==> config.mk <==
export PLATFORM = sky130hd
export DESIGN_NAME = cancel_token_queue
export DESIGN_NICKNAME = d
export VERILOG_FILES = /design/src/rtl/ctq_pkg.sv /design/src/rtl/ctq_ctrl.sv /design/src/rtl/ctq_datapath.sv /design/src/rtl/cancel_token_queue.sv
export SDC_FILE = /design/constraint.sdc
export NUM_CORES = 1
export LEC_CHECK = 0
export CORE_ASPECT_RATIO = 0.9
export CORE_MARGIN = 5
export CORE_UTILIZATION = 52
export CTS_CLUSTER_DIAMETER = 150
export DETAILED_ROUTE_END_ITERATION = 8
export DONT_BUFFER_PORTS = 1
export PLACE_DENSITY = 0.72
export SYNTH_ARGS = -nofsm -noshare
export SYNTH_HDL_FRONTEND = slang
export SYNTH_SLANG_ARGS = --single-unit
export TNS_END_PERCENT = 1
==> constraint.sdc <==
create_clock -name clk -period 2.9 [get_ports clk]
set_clock_uncertainty 0.05 [all_clocks]
set_input_delay 0.58 -clock clk [delete_from_list [all_inputs] [get_ports clk]]
set_output_delay 0.58 -clock clk [all_outputs]
set_load 0.02 [all_outputs]
==> src/rtl/ctq_pkg.sv <==
package ctq_pkg;
  // Width of the slot index carried in the strobe struct (supports up to 16 slots)
  localparam int IDX_W = 4;

  typedef struct packed {
    logic             shift;    // move every slot one step toward the head
    logic             load;     // write the incoming token
    logic [IDX_W-1:0] loadIdx;  // slot that receives the incoming token
  } ctq_strobe_t;
endpackage

==> src/rtl/ctq_ctrl.sv <==
module ctq_ctrl
  import ctq_pkg::*;
#(
  parameter int DEPTH = 3
) (
  input  logic [DEPTH-1:0] validVec,
  input  logic             pushValid,
  input  logic             ex1Valid,
  input  logic             headCancel,
  output logic             full,
  output logic             empty,
  output logic             kill,
  output logic             advance,
  output ctq_strobe_t      strobe
);
  localparam int CW = $clog2(DEPTH + 1);

  logic [CW-1:0] count;
  logic          pop;
  logic          accept;

  // Slots are packed toward the head, so the number held is the popcount
  always_comb begin
    count = '0;
    for (int i = 0; i < DEPTH; i++) begin
      count = count + CW'(validVec[i]);
    end
  end

  assign empty   = ~validVec[0];
  assign full    = &validVec;
  assign pop     = ex1Valid & ~empty;
  assign kill    = pop & headCancel;
  assign advance = pop & ~headCancel;
  // A full queue still accepts when the head leaves in the same cycle
  assign accept  = pushValid & (~full | pop);

  always_comb begin
    strobe.shift = pop;
    strobe.load  = accept;
    if (pop) begin
      strobe.loadIdx = IDX_W'(count - CW'(1));
    end else begin
      strobe.loadIdx = IDX_W'(count);
    end
  end
endmodule

==> src/rtl/ctq_datapath.sv <==
module ctq_datapath
  import ctq_pkg::*;
#(
  parameter int DEPTH = 3,
  parameter int TAG_W = 4
) (
  input  logic             clk,
  input  logic             rst,
  input  ctq_strobe_t      strobe,
  input  logic             inCancel,
  input  logic [TAG_W-1:0] inTag,
  output logic [DEPTH-1:0] validVec,
  output logic             headCancel,
  output logic [TAG_W-1:0] headTag
);
  logic             slotValid  [DEPTH];
  logic             slotCancel [DEPTH];
  logic [TAG_W-1:0] slotTag    [DEPTH];

  logic             upValid  [DEPTH];
  logic             upCancel [DEPTH];
  logic [TAG_W-1:0] upTag    [DEPTH];

  // Value each slot takes on a shift: its neighbour nearer the tail
  for (genvar i = 0; i < DEPTH; i++) begin : g_up
    if (i < DEPTH - 1) begin : g_mid
      assign upValid[i]  = slotValid[i+1];
      assign upCancel[i] = slotCancel[i+1];
      assign upTag[i]    = slotTag[i+1];
    end else begin : g_tail
      assign upValid[i]  = 1'b0;
      assign upCancel[i] = 1'b0;
      assign upTag[i]    = '0;
    end
  end

  always_ff @(posedge clk) begin
    for (int i = 0; i < DEPTH; i++) begin
      if (rst) begin
        slotValid[i] <= 1'b0;
      end else if (strobe.load && strobe.loadIdx == IDX_W'(i)) begin
        slotValid[i]  <= 1'b1;
        slotCancel[i] <= inCancel;
        slotTag[i]    <= inTag;
      end else if (strobe.shift) begin
        slotValid[i]  <= upValid[i];
        slotCancel[i] <= upCancel[i];
        slotTag[i]    <= upTag[i];
      end
    end
  end

  always_comb begin
    for (int i = 0; i < DEPTH; i++) begin
      validVec[i] = slotValid[i];
    end
  end

  assign headCancel = slotCancel[0];
  assign headTag    = slotTag[0];
endmodule

==> src/rtl/cancel_token_queue.sv <==
module cancel_token_queue
  import ctq_pkg::*;
#(
  parameter int DEPTH = 3,
  parameter int TAG_W = 4
) (
  input  logic             clk,
  input  logic             rst,
  input  logic             pushValid,
  input  logic             pushCancel,
  input  logic [TAG_W-1:0] pushTag,
  input  logic             ex1Valid,
  output logic             full,
  output logic             empty,
  output logic             headCancel,
  output logic [TAG_W-1:0] headTag,
  output logic             kill,
  output logic             advance
);
  ctq_strobe_t      strobe;
  logic [DEPTH-1:0] validVec;

  ctq_ctrl #(.DEPTH(DEPTH)) u_ctrl (
    .validVec  (validVec),
    .pushValid (pushValid),
    .ex1Valid  (ex1Valid),
    .headCancel(headCancel),
    .full      (full),
    .empty     (empty),
    .kill      (kill),
    .advance   (advance),
    .strobe    (strobe)
  );

  ctq_datapath #(.DEPTH(DEPTH), .TAG_W(TAG_W)) u_data (
    .clk       (clk),
    .rst       (rst),
    .strobe    (strobe),
    .inCancel  (pushCancel),
    .inTag     (pushTag),
    .validVec  (validVec),
    .headCancel(headCancel),
    .headTag   (headTag)
  );
endmodule

==> results of run 1 <==
==> worst max-delay path by stage <==
stage,start,end
2_1_floorplan,u_data.slotValid[2]$_SDFFCE_PN0P_,u_data.slotCancel[0]$_DFFE_PP_
3_3_place_gp,u_data.slotValid[2]$_SDFFCE_PN0P_,u_data.slotTag[0][2]$_DFFE_PP_
3_5_place_dp,u_data.slotValid[2]$_SDFFCE_PN0P_,u_data.slotTag[0][2]$_DFFE_PP_
4_1_cts,u_data.slotValid[2]$_SDFFCE_PN0P_,u_data.slotTag[0][2]$_DFFE_PP_
5_1_grt,u_data.slotValid[2]$_SDFFCE_PN0P_,u_data.slotCancel[0]$_DFFE_PP_
6_report,u_data.slotValid[2]$_SDFFCE_PN0P_,u_data.slotTag[0][2]$_DFFE_PP_
==> flip-flops by register name (all words and copies together) (netlist names) <==
register,flops
u_data.slotCancel,3
u_data.slotTag,12
u_data.slotValid,3
==> area by class of cell <==
class / count / area [um2]
clock buffers: 4 / 36.3
repair buffers: 5 / 37.5
inverters: 5 / 18.8
flip-flops and latches: 18 / 490
multi-input cells: 63 / 513
well taps: 25 / 31.3
fillers: 171 / 787
==> cell usage in the layout, fill, tap and decap left out <==
master / netlist / layout
nand2b_1: 1 / 1
and4b_1: 1 / 1
or3_4: 1 / 1
o211a_1: 1 / 1
o31ai_1: 1 / 1
ha_1: 1 / 1
nor2_1: 1 / 1
o21ai_0: 1 / 1
edfxtp_1: 13 / 13
o211ai_1: 6 / 6
a211o_1: 1 / 1
a21o_1: 1 / 1
mux2_4: 5 / 5
nor2_2: 1 / 1
nand3_1: 6 / 6
nor3_1: 1 / 1
a31o_2: 1 / 1
a21oi_2: 0 / 1
nand2_4: 1 / 1
clkbuf_4: 0 / 3
fa_1: 1 / 1
o31a_4: 1 / 1
nand2_1: 10 / 10
o32ai_1: 1 / 1
clkbuf_8: 0 / 1
nor4bb_1: 1 / 1
buf_4: 2 / 5
o21ai_2: 1 / 1
inv_1: 5 / 5
and3_1: 3 / 3
a21oi_1: 6 / 5
mux2_2: 5 / 5
nand4b_4: 1 / 1
or2_1: 1 / 1
nand3b_1: 1 / 1
dfxtp_1: 5 / 5
==> synth_stat cells <==
cell | instances | area, um2
nor2_1 | 1 | 3.75
o31a_4 | 1 | 17.5
nand3_1 | 6 | 30.0
a211o_1 | 1 | 8.76
inv_1 | 5 | 18.8
a21o_1 | 1 | 7.51
o211a_1 | 1 | 10.0
and4b_1 | 1 | 10.0
o32ai_1 | 1 | 8.76
nand3b_1 | 1 | 7.51
nand4b_4 | 1 | 23.8
nand2b_1 | 1 | 6.26
nor2_2 | 1 | 6.26
nand2_4 | 1 | 11.3
o211ai_1 | 6 | 45.0
edfxtp_1 | 13 | 390
buf_4 | 2 | 15.0
mux2_2 | 5 | 56.3
dfxtp_1 | 5 | 100
o21ai_2 | 1 | 8.76
a21oi_1 | 6 | 30.0
o21ai_0 | 1 | 5.00
fa_1 | 1 | 20.0
nor4bb_1 | 1 | 10.0
or3_4 | 1 | 11.3
buf_1 | 1 | 3.75
and3_1 | 3 | 18.8
o31ai_1 | 1 | 7.51
mux2_4 | 5 | 75.1
nor3_1 | 1 | 5.00
a31o_2 | 1 | 8.76
or2_1 | 1 | 6.26
ha_1 | 1 | 12.5
nand2_1 | 10 | 37.5
==> routing by layer <==
metal	track usage	vias to the layer above
met5	0	-
li1	-	352
met1	0.224	353
met3	0.0394	4
met2	0.268	25
met4	0.0579	0
==> worst max-delay path, stage by stage (launching register included) <==
cell      delay, ns
edfxtp_1       0.51
fa_1           0.59
inv_1          0.05
ha_1           0.26
and4b_1        0.29
o211a_1        0.18
o21ai_0        0.18
a21oi_2        0.32
==> cell families (layout without fill, tap and decap cells) <==
kind of cell	Yosys count	count (layout)	synth area share
and+or+nand+nor	30	30	0.181
DFF	18	18	0.473
muxes	10	10	0.127
adders and majority gates	2	2	0.0314
AOI/OAI and AO/OA	21	21	0.152
buffers and inverters	8	14	0.0362
==> power groups by stage <==
stage / Combinational, W / Clock, W / Sequential (W)
after floorplan: 0.000450 / 0 / 0.000453
after global placement: 0.000583 / 0 / 0.000456
after detailed placement: 0.000607 / 0 / 0.000463
after CTS: 0.000609 / 0.000161 / 0.000457
after global routing: 0.000698 / 0.000175 / 0.000468
final: 0.000627 / 0.000163 / 0.000457
==> stage by stage <==
stage          hold WS [ns]  setup WS, ns   util  std cells
6_report              0.342         0.156  0.589        120
5_1_grt               0.341      -0.00761  0.589        120
4_1_cts               0.341        0.0435  0.587        120
3_5_place_dp          0.422        0.0716  0.568        116
3_3_place_gp          0.420         0.203  0.568        116
2_1_floorplan         0.403        0.0858      -         89
==> results_dict.tcl, run 1 <==
set metrics [dict create \
    status "finished, final reports clean" \
    crit_type "flop to flop" \
    p_int_w 0.000718 \
    drive_gt1_frac 0.284 \
    grt_pass1_vias 735 \
    wl_per_cell_um 18.5 \
    gr-total-overflow 0 \
    clock_latency_ns 0.30 \
    p_clk_frac 0.131 \
    io_buffers 0 \
    numCtsBuffers 3 \
    finalPower_w 0.00125 \
    core_region_area_um2 1910 \
    fin_crit_sh 0.946 \
    p_sw_w 0.000530 \
    cellLeakagePower_nw 0.462 \
    drt_pass1_iterations 4 \
    ir_drop_mv 0.577 \
    synthCells 89 \
    cts_root_buf "clkbuf_4" \
    min_to "u_data.slotCancel[2]$_SDFFE_PP0P_" \
    drt-met1-wl_um 1060 \
    dpl.hpwl_um 1650 \
    tightest_slew_ns 0.503 \
    htreeDepth 1 \
    rrSetupSlack_ns 0.16 \
    cp.required_ns 2.84 \
    ys_seq_area_frac 0.473 \
    finalSetupTns_ns 0 \
    power.share.combinational 0.503 \
    end_kind "flop" \
    syn_to_final_growth_pct 8.69 \
    finalCriticalPeriod_ns 2.74 \
    max_clock_freq_ghz 0.364 \
    vias 734 \
    crit_arrival_ns 2.69 \
    grt_max_degree 13 \
    antenna_found_initial 0 \
    switching_share 0.425 \
    wl_met3_um 135 \
    cts_num_sinks 18 \
    start_kind "flop" \
    dieHeight_um 52.4 \
    totalWireLength_um 2210 \
    slew_violations 0 \
    cts_hold_buffers 0 \
    worstHoldStart "pushCancel" \
    path_max_fanout 5 \
    drt.antenna.violating_nets 0 \
    start_util 0.542 \
    synth_fp_nets 100 \
    power_density_nw_per_um2 1110 \
    netlist_area_um2 1040 \
    p_seq_frac 0.367 \
    avgSynthCellArea_um2 11.7 \
    hold_viol 0 \
    die-area_um2 2990 \
    wl_met2_um 987 \
    gp_congestion 0.908 \
    hold_path_class "input pin to flop" \
    reg2reg_from "u_data.slotValid[2]$_SDFFCE_PN0P_" \
    reg2reg_depth 7 \
    grt_pass1_wl_um 3760 \
    placed_cell_area_um2 1090 \
    grt_use_total 0.168 \
    ys.warnings.count 0 \
    ys_ff_latch 18 \
    clk_pin_slew_ns 0.12 \
    io_pins 18 \
    finalSetupViolations 0 \
    design_area_um2 1130 \
    relSlewSlack 0.663 \
    antenna_cells 0 \
    die_x_um 57.1 \
    viasPerCell 6.12 \
    cts_tree "done" \
    drc_errors 0 \
    cts_buffer_depth 2 \
    top_layer "met4" \
    layout.nets 107 \
    rows 15 \
    drt_iter0_markers 13 \
    cts_resized 0 \
    whs_path_depth 2 \
    drv_cap 0 \
    post-cts-setup-buffers 0 \
    timing.rr.end "u_data.slotTag[0][2]$_DFFE_PP_" \
    synth_cell_types 34 \
]
Power figures use the tool's default switching activity.
==> run 2, diff against run 1 <==
--- a/config.mk
+++ b/config.mk
@@ -11,6 +11,7 @@
 export CTS_CLUSTER_DIAMETER = 150
 export DETAILED_ROUTE_END_ITERATION = 8
 export DONT_BUFFER_PORTS = 1
+export MAX_ROUTING_LAYER = met4
 export PLACE_DENSITY = 0.72
 export SYNTH_ARGS = -nofsm -noshare
 export SYNTH_HDL_FRONTEND = slang
==> results_dict.tcl, run 2 (synthesized netlist as in run 1, its figures left out) <==
set metrics [dict create \
    gr-total-overflow 0 \
    clk_pin_slew_ns 0.12 \
    drt.antenna.violating_nets 0 \
    cts_buffer_depth 2 \
    vias 723 \
    critPathTopFamily "adder cells" \
    power.share.combinational 0.515 \
    core_region_area_um2 1910 \
    critical-path-slowest-cell "fa_1" \
    path_max_fanout 5 \
    totalWireLength_um 2140 \
    finalSetupTns_ns 0 \
    drive_gt1_frac 0.292 \
    dp_cells 117 \
    gp_congestion 0.906 \
    cellLeakagePower_nw 0.467 \
    io_buffers 0 \
    drv_cap 0 \
    hold_viol 0 \
    rsz0062_at_grt "no" \
    status "finished, final reports clean" \
    dpl.hpwl_um 1590 \
    antenna_cells 0 \
    finalSetupViolations 0 \
    p_clk_frac 0.129 \
    grt_use_total 0.164 \
    rows 15 \
    p_seq_frac 0.356 \
    drc_errors 0 \
    hold_path_class "input pin to flop" \
    reg_top3 "u_data.slotTag (12), u_data.slotCancel (3), u_data.slotValid (3)" \
    drt_iter0_markers 18 \
    cp.required_ns 2.84 \
    power_density_nw_per_um2 1100 \
    numCtsBuffers 3 \
    crit_path_cell_trace "fa_1, inv_1, ha_1, and4b_1, o211a_1, o21ai_0, a21oi_2" \
    crit_arrival_ns 2.65 \
    grt_pass1_vias 748 \
    die-area_um2 2990 \
    ir_drop_mv 0.613 \
    antenna_found_initial 0 \
    end_kind "flop" \
    relSlewSlack 0.673 \
    start_util 0.542 \
    fin_crit_sh 0.934 \
    start_kind "flop" \
    grt_pass1_wl_um 3590 \
    critPathMaxStageDelay_ns 0.59 \
    whs_path_depth 2 \
    slew_violations 0 \
    switching_share 0.420 \
    p_sw_w 0.000525 \
    clock_latency_ns 0.31 \
    dieHeight_um 52.4 \
    cts_num_sinks 18 \
    grt_max_degree 13 \
    largest_reg_flops 12 \
    reg2reg_depth 7 \
    final_cell_mix "13 x edfxtp_1, 10 x nand2_1, 6 x nand3_1, 6 x o211ai_1, 6 x buf_4" \
    final_cells 121 \
    p_int_w 0.000725 \
    crit_type "flop to flop" \
    tightest_slew_ns 0.488 \
    htreeDepth 1 \
    layout.nets 108 \
    largest-register "u_data.slotTag" \
    finalCriticalPeriod_ns 2.71 \
    final_common_cell "edfxtp_1" \
    drt_pass1_iterations 4 \
    cts_tree "done" \
    syn_to_final_growth_pct 9.41 \
    max_clock_freq_ghz 0.369 \
    viasPerCell 5.98 \
    path_buf_inv 1 \
    io_pins 18 \
    cts_root_buf "clkbuf_4" \
    die_x_um 57.1 \
    wl_per_cell_um 17.7 \
    crit_cells 7 \
]
## run 2: cell types whose count changed in the layout (fill, tap and decap cells not counted)
| cell | previous run | this run |
|---|---|---|
| buf_4 | 5 | 6 |
## run 2: metal layers
metal  track usage  vias up  wire (um)
met3        0.0394        5        129
met4        0.0927        0         45
met2         0.245       26        925
li1              -      350          -
met1         0.205      342       1040
met5             -        -          0
## run 2: layout make-up
class,count,area [um2]
fillers,160,779
multi-input cells,63,513
flip-flops and latches,18,490
repair buffers,6,45.0
clock buffers,4,36.3
well taps,25,31.3
inverters,5,18.8
## run 2: power groups by stage
stage / clock network [W] / logic, W / registers (W)
floorplan: 0 / 0.000450 / 0.000453
global placement: 0 / 0.000596 / 0.000451
detailed placement: 0 / 0.000614 / 0.000454
CTS: 0.000161 / 0.000634 / 0.000447
global route: 0.000173 / 0.000708 / 0.000455
finish: 0.000161 / 0.000643 / 0.000445
## run 2: timing repair
| item | in CTS | in global routing |
|---|---|---|
| gates resized for setup | 0 | 1 |
| buffers inserted | 0 | 0 |
| setup endpoints to repair | 0 | 5 |
| hold buffers | 0 | 0 |
## run 2: stage by stage
step / total power (W) / util / cell area (um2) / hold WS (ns) / setup WS, ns
floorplan: 0.000903 / - / 1040 / 0.403 / 0.0858
global placement: 0.00105 / 0.572 / 1090 / 0.416 / 0.202
detailed placement: 0.00107 / 0.572 / 1090 / 0.422 / 0.105
CTS: 0.00124 / 0.591 / 1130 / 0.342 / 0.0608
global route: 0.00134 / 0.593 / 1130 / 0.346 / 0.0183
finish: 0.00125 / 0.593 / 1130 / 0.340 / 0.191
## run 2: worst paths after layout
path | slack [ns] | end | start
setup / recovery | 0.19 | u_data.slotTag[0][3]$_DFFE_PP_ | u_data.slotValid[2]$_SDFFCE_PN0P_
hold / removal | 0.34 | u_data.slotCancel[2]$_SDFFE_PP0P_ | pushCancel
setup reg to reg | 0.19 | u_data.slotTag[0][3]$_DFFE_PP_ | u_data.slotValid[2]$_SDFFCE_PN0P_
hold reg to reg | 0.43 | u_data.slotTag[2][2]$_SDFFE_PP0P_ | u_data.slotTag[2][2]$_SDFFE_PP0P_
==> run 3, diff against run 2 <==
--- a/config.mk
+++ b/config.mk
@@ -5,8 +5,8 @@
 export SDC_FILE = /design/constraint.sdc
 export NUM_CORES = 1
 export LEC_CHECK = 0
+export ABC_CLOCK_PERIOD_IN_PS = 2900
 export CORE_ASPECT_RATIO = 0.9
-export CORE_MARGIN = 5
 export CORE_UTILIZATION = 52
 export CTS_CLUSTER_DIAMETER = 150
 export DETAILED_ROUTE_END_ITERATION = 8
==> results_dict.tcl, run 3 (synthesized netlist as in run 1, its figures left out) <==
set metrics [dict create \
    grt_pass1_vias 701 \
    design_area_um2 1120 \
    finalCriticalPeriod_ns 2.75 \
    fin_crit_sh 0.949 \
    final_common_cell "edfxtp_1" \
    core_region_area_um2 1770 \
    dpl.hpwl_um 1440 \
    rsz0062_at_grt "no" \
    critPathMaxStageDelay_ns 0.60 \
    fin_util 0.631 \
    gp_congestion 0.895 \
    antenna_cells 0 \
    drive_gt1_frac 0.274 \
    hold_path_class "input pin to flop" \
    cts_hold_buffers 0 \
    hold_viol 0 \
    reg_top3 "u_data.slotTag (12), u_data.slotCancel (3), u_data.slotValid (3)" \
    drc_errors 0 \
    clock_latency_ns 0.29 \
    relSlewSlack 0.708 \
    placed_cell_area_um2 1090 \
    clk_pin_slew_ns 0.10 \
    vias 744 \
    die_x_um 49.1 \
    final_cells 119 \
    crit_path_cell_trace "fa_1, inv_1, ha_1, and4b_1, o211a_1, o21ai_0, a21oi_1, buf_4" \
    max_clock_freq_ghz 0.363 \
    finalSetupViolations 0 \
    largest-register "u_data.slotTag" \
    dieHeight_um 44.4 \
    rows 14 \
    drv_cap 0 \
    cts_root_buf "clkbuf_4" \
    htreeDepth 1 \
    critical-path-slowest-cell "fa_1" \
    viasPerCell 6.25 \
    grt_pass1_wl_um 3260 \
    critPathTopFamily "adder cells" \
    drt.antenna.violating_nets 0 \
    cp.required_ns 2.87 \
    crit_arrival_ns 2.73 \
    tightest_slew_ns 0.434 \
    grt_use_total 0.205 \
    gr-total-overflow 0 \
    start_kind "flop" \
    cts_tree "done" \
    numCtsBuffers 3 \
    cts_buffer_depth 2 \
    path_buf_inv 2 \
    io_buffers 0 \
    holdWs_ns 0.356 \
    power_density_nw_per_um2 1080 \
    finalSetupTns_ns 0 \
    largest_reg_flops 12 \
    cellLeakagePower_nw 0.457 \
    end_kind "flop" \
    dp_cells 115 \
    start_util 0.586 \
    layout.nets 107 \
    totalWireLength_um 1930 \
    final_cell_mix "13 x edfxtp_1, 10 x nand2_1, 6 x nand3_1, 6 x o211ai_1" \
    syn_to_final_growth_pct 7.60 \
    drt_pass1_iterations 4 \
    slew_violations 0 \
    status "finished, final reports clean" \
    ir_drop_mv 0.585 \
    crit_type "flop to flop" \
    antenna_found_initial 0 \
    drt_iter0_markers 24 \
    io_pins 18 \
    cts_num_sinks 18 \
    wl_per_cell_um 16.2 \
    path_max_fanout 5 \
    die-area_um2 2180 \
    grt_max_degree 13 \
]
-- run 3: changes by cell type in the layout (fill, tap and decap cells not counted), sizes merged --
cell / previous run / this run
buf: 6 / 5
clkbuf: 4 / 3
clkinv: 0 / 1
-- run 3: path summary, 6_finish.rpt --
check,cells past startpoint,from,endpoint,slack [ns]
worst max-delay path,8,u_data.slotValid[2]$_SDFFCE_PN0P_,u_data.slotTag[0][1]$_DFFE_PP_,0.15
worst min-delay path,2,pushTag[2],u_data.slotTag[2][2]$_SDFFE_PP0P_,0.36
worst min register to register,2,u_data.slotTag[2][0]$_SDFFE_PP0P_,u_data.slotTag[2][0]$_SDFFE_PP0P_,0.44
worst max register to register,8,u_data.slotValid[2]$_SDFFCE_PN0P_,u_data.slotTag[0][1]$_DFFE_PP_,0.15
-- run 3: area by class of cell --
| cell class | instances | area (um2) |
|---|---|---|
| multi-input combinational | 63 | 513 |
| clock inverter | 1 | 3.75 |
| sequential | 18 | 490 |
| timing repair buffer | 5 | 37.5 |
| inverter | 5 | 18.8 |
| tap | 24 | 30.0 |
| clock buffer | 3 | 22.5 |
| fill | 139 | 653 |
-- run 3: power breakdown --
group / switching, W / leakage (nW) / total [W] / internal [W]
Sequential: 0.0000703 / 0.166 / 0.000455 / 0.000385
Combinational: 0.000358 / 0.276 / 0.000615 / 0.000257
Clock: 0.0000793 / 0.0154 / 0.000129 / 0.0000501
-- run 3: what timing repair did --
item | in CTS | in global routing
buffers inserted | 0 | 0
setup endpoints to repair | 0 | 5
resized for setup | 0 | 1
-- run 3: per-layer routing --
layer,routed length (um),GRT usage,vias to the layer above
met2,865,0.312,32
met5,0,-,-
met1,927,0.275,360
met4,0,0.0176,0
met3,134,0.0687,0
li1,-,-,352
-- run 3: metrics by stage --
step | setup slack, ns | total power, W
floorplan | 0.0858 | 0.000903
global placement | 0.248 | 0.00103
detailed placement | 0.139 | 0.00106
CTS | 0.120 | 0.00119
global route | 0.0552 | 0.00128
finish | 0.147 | 0.00120
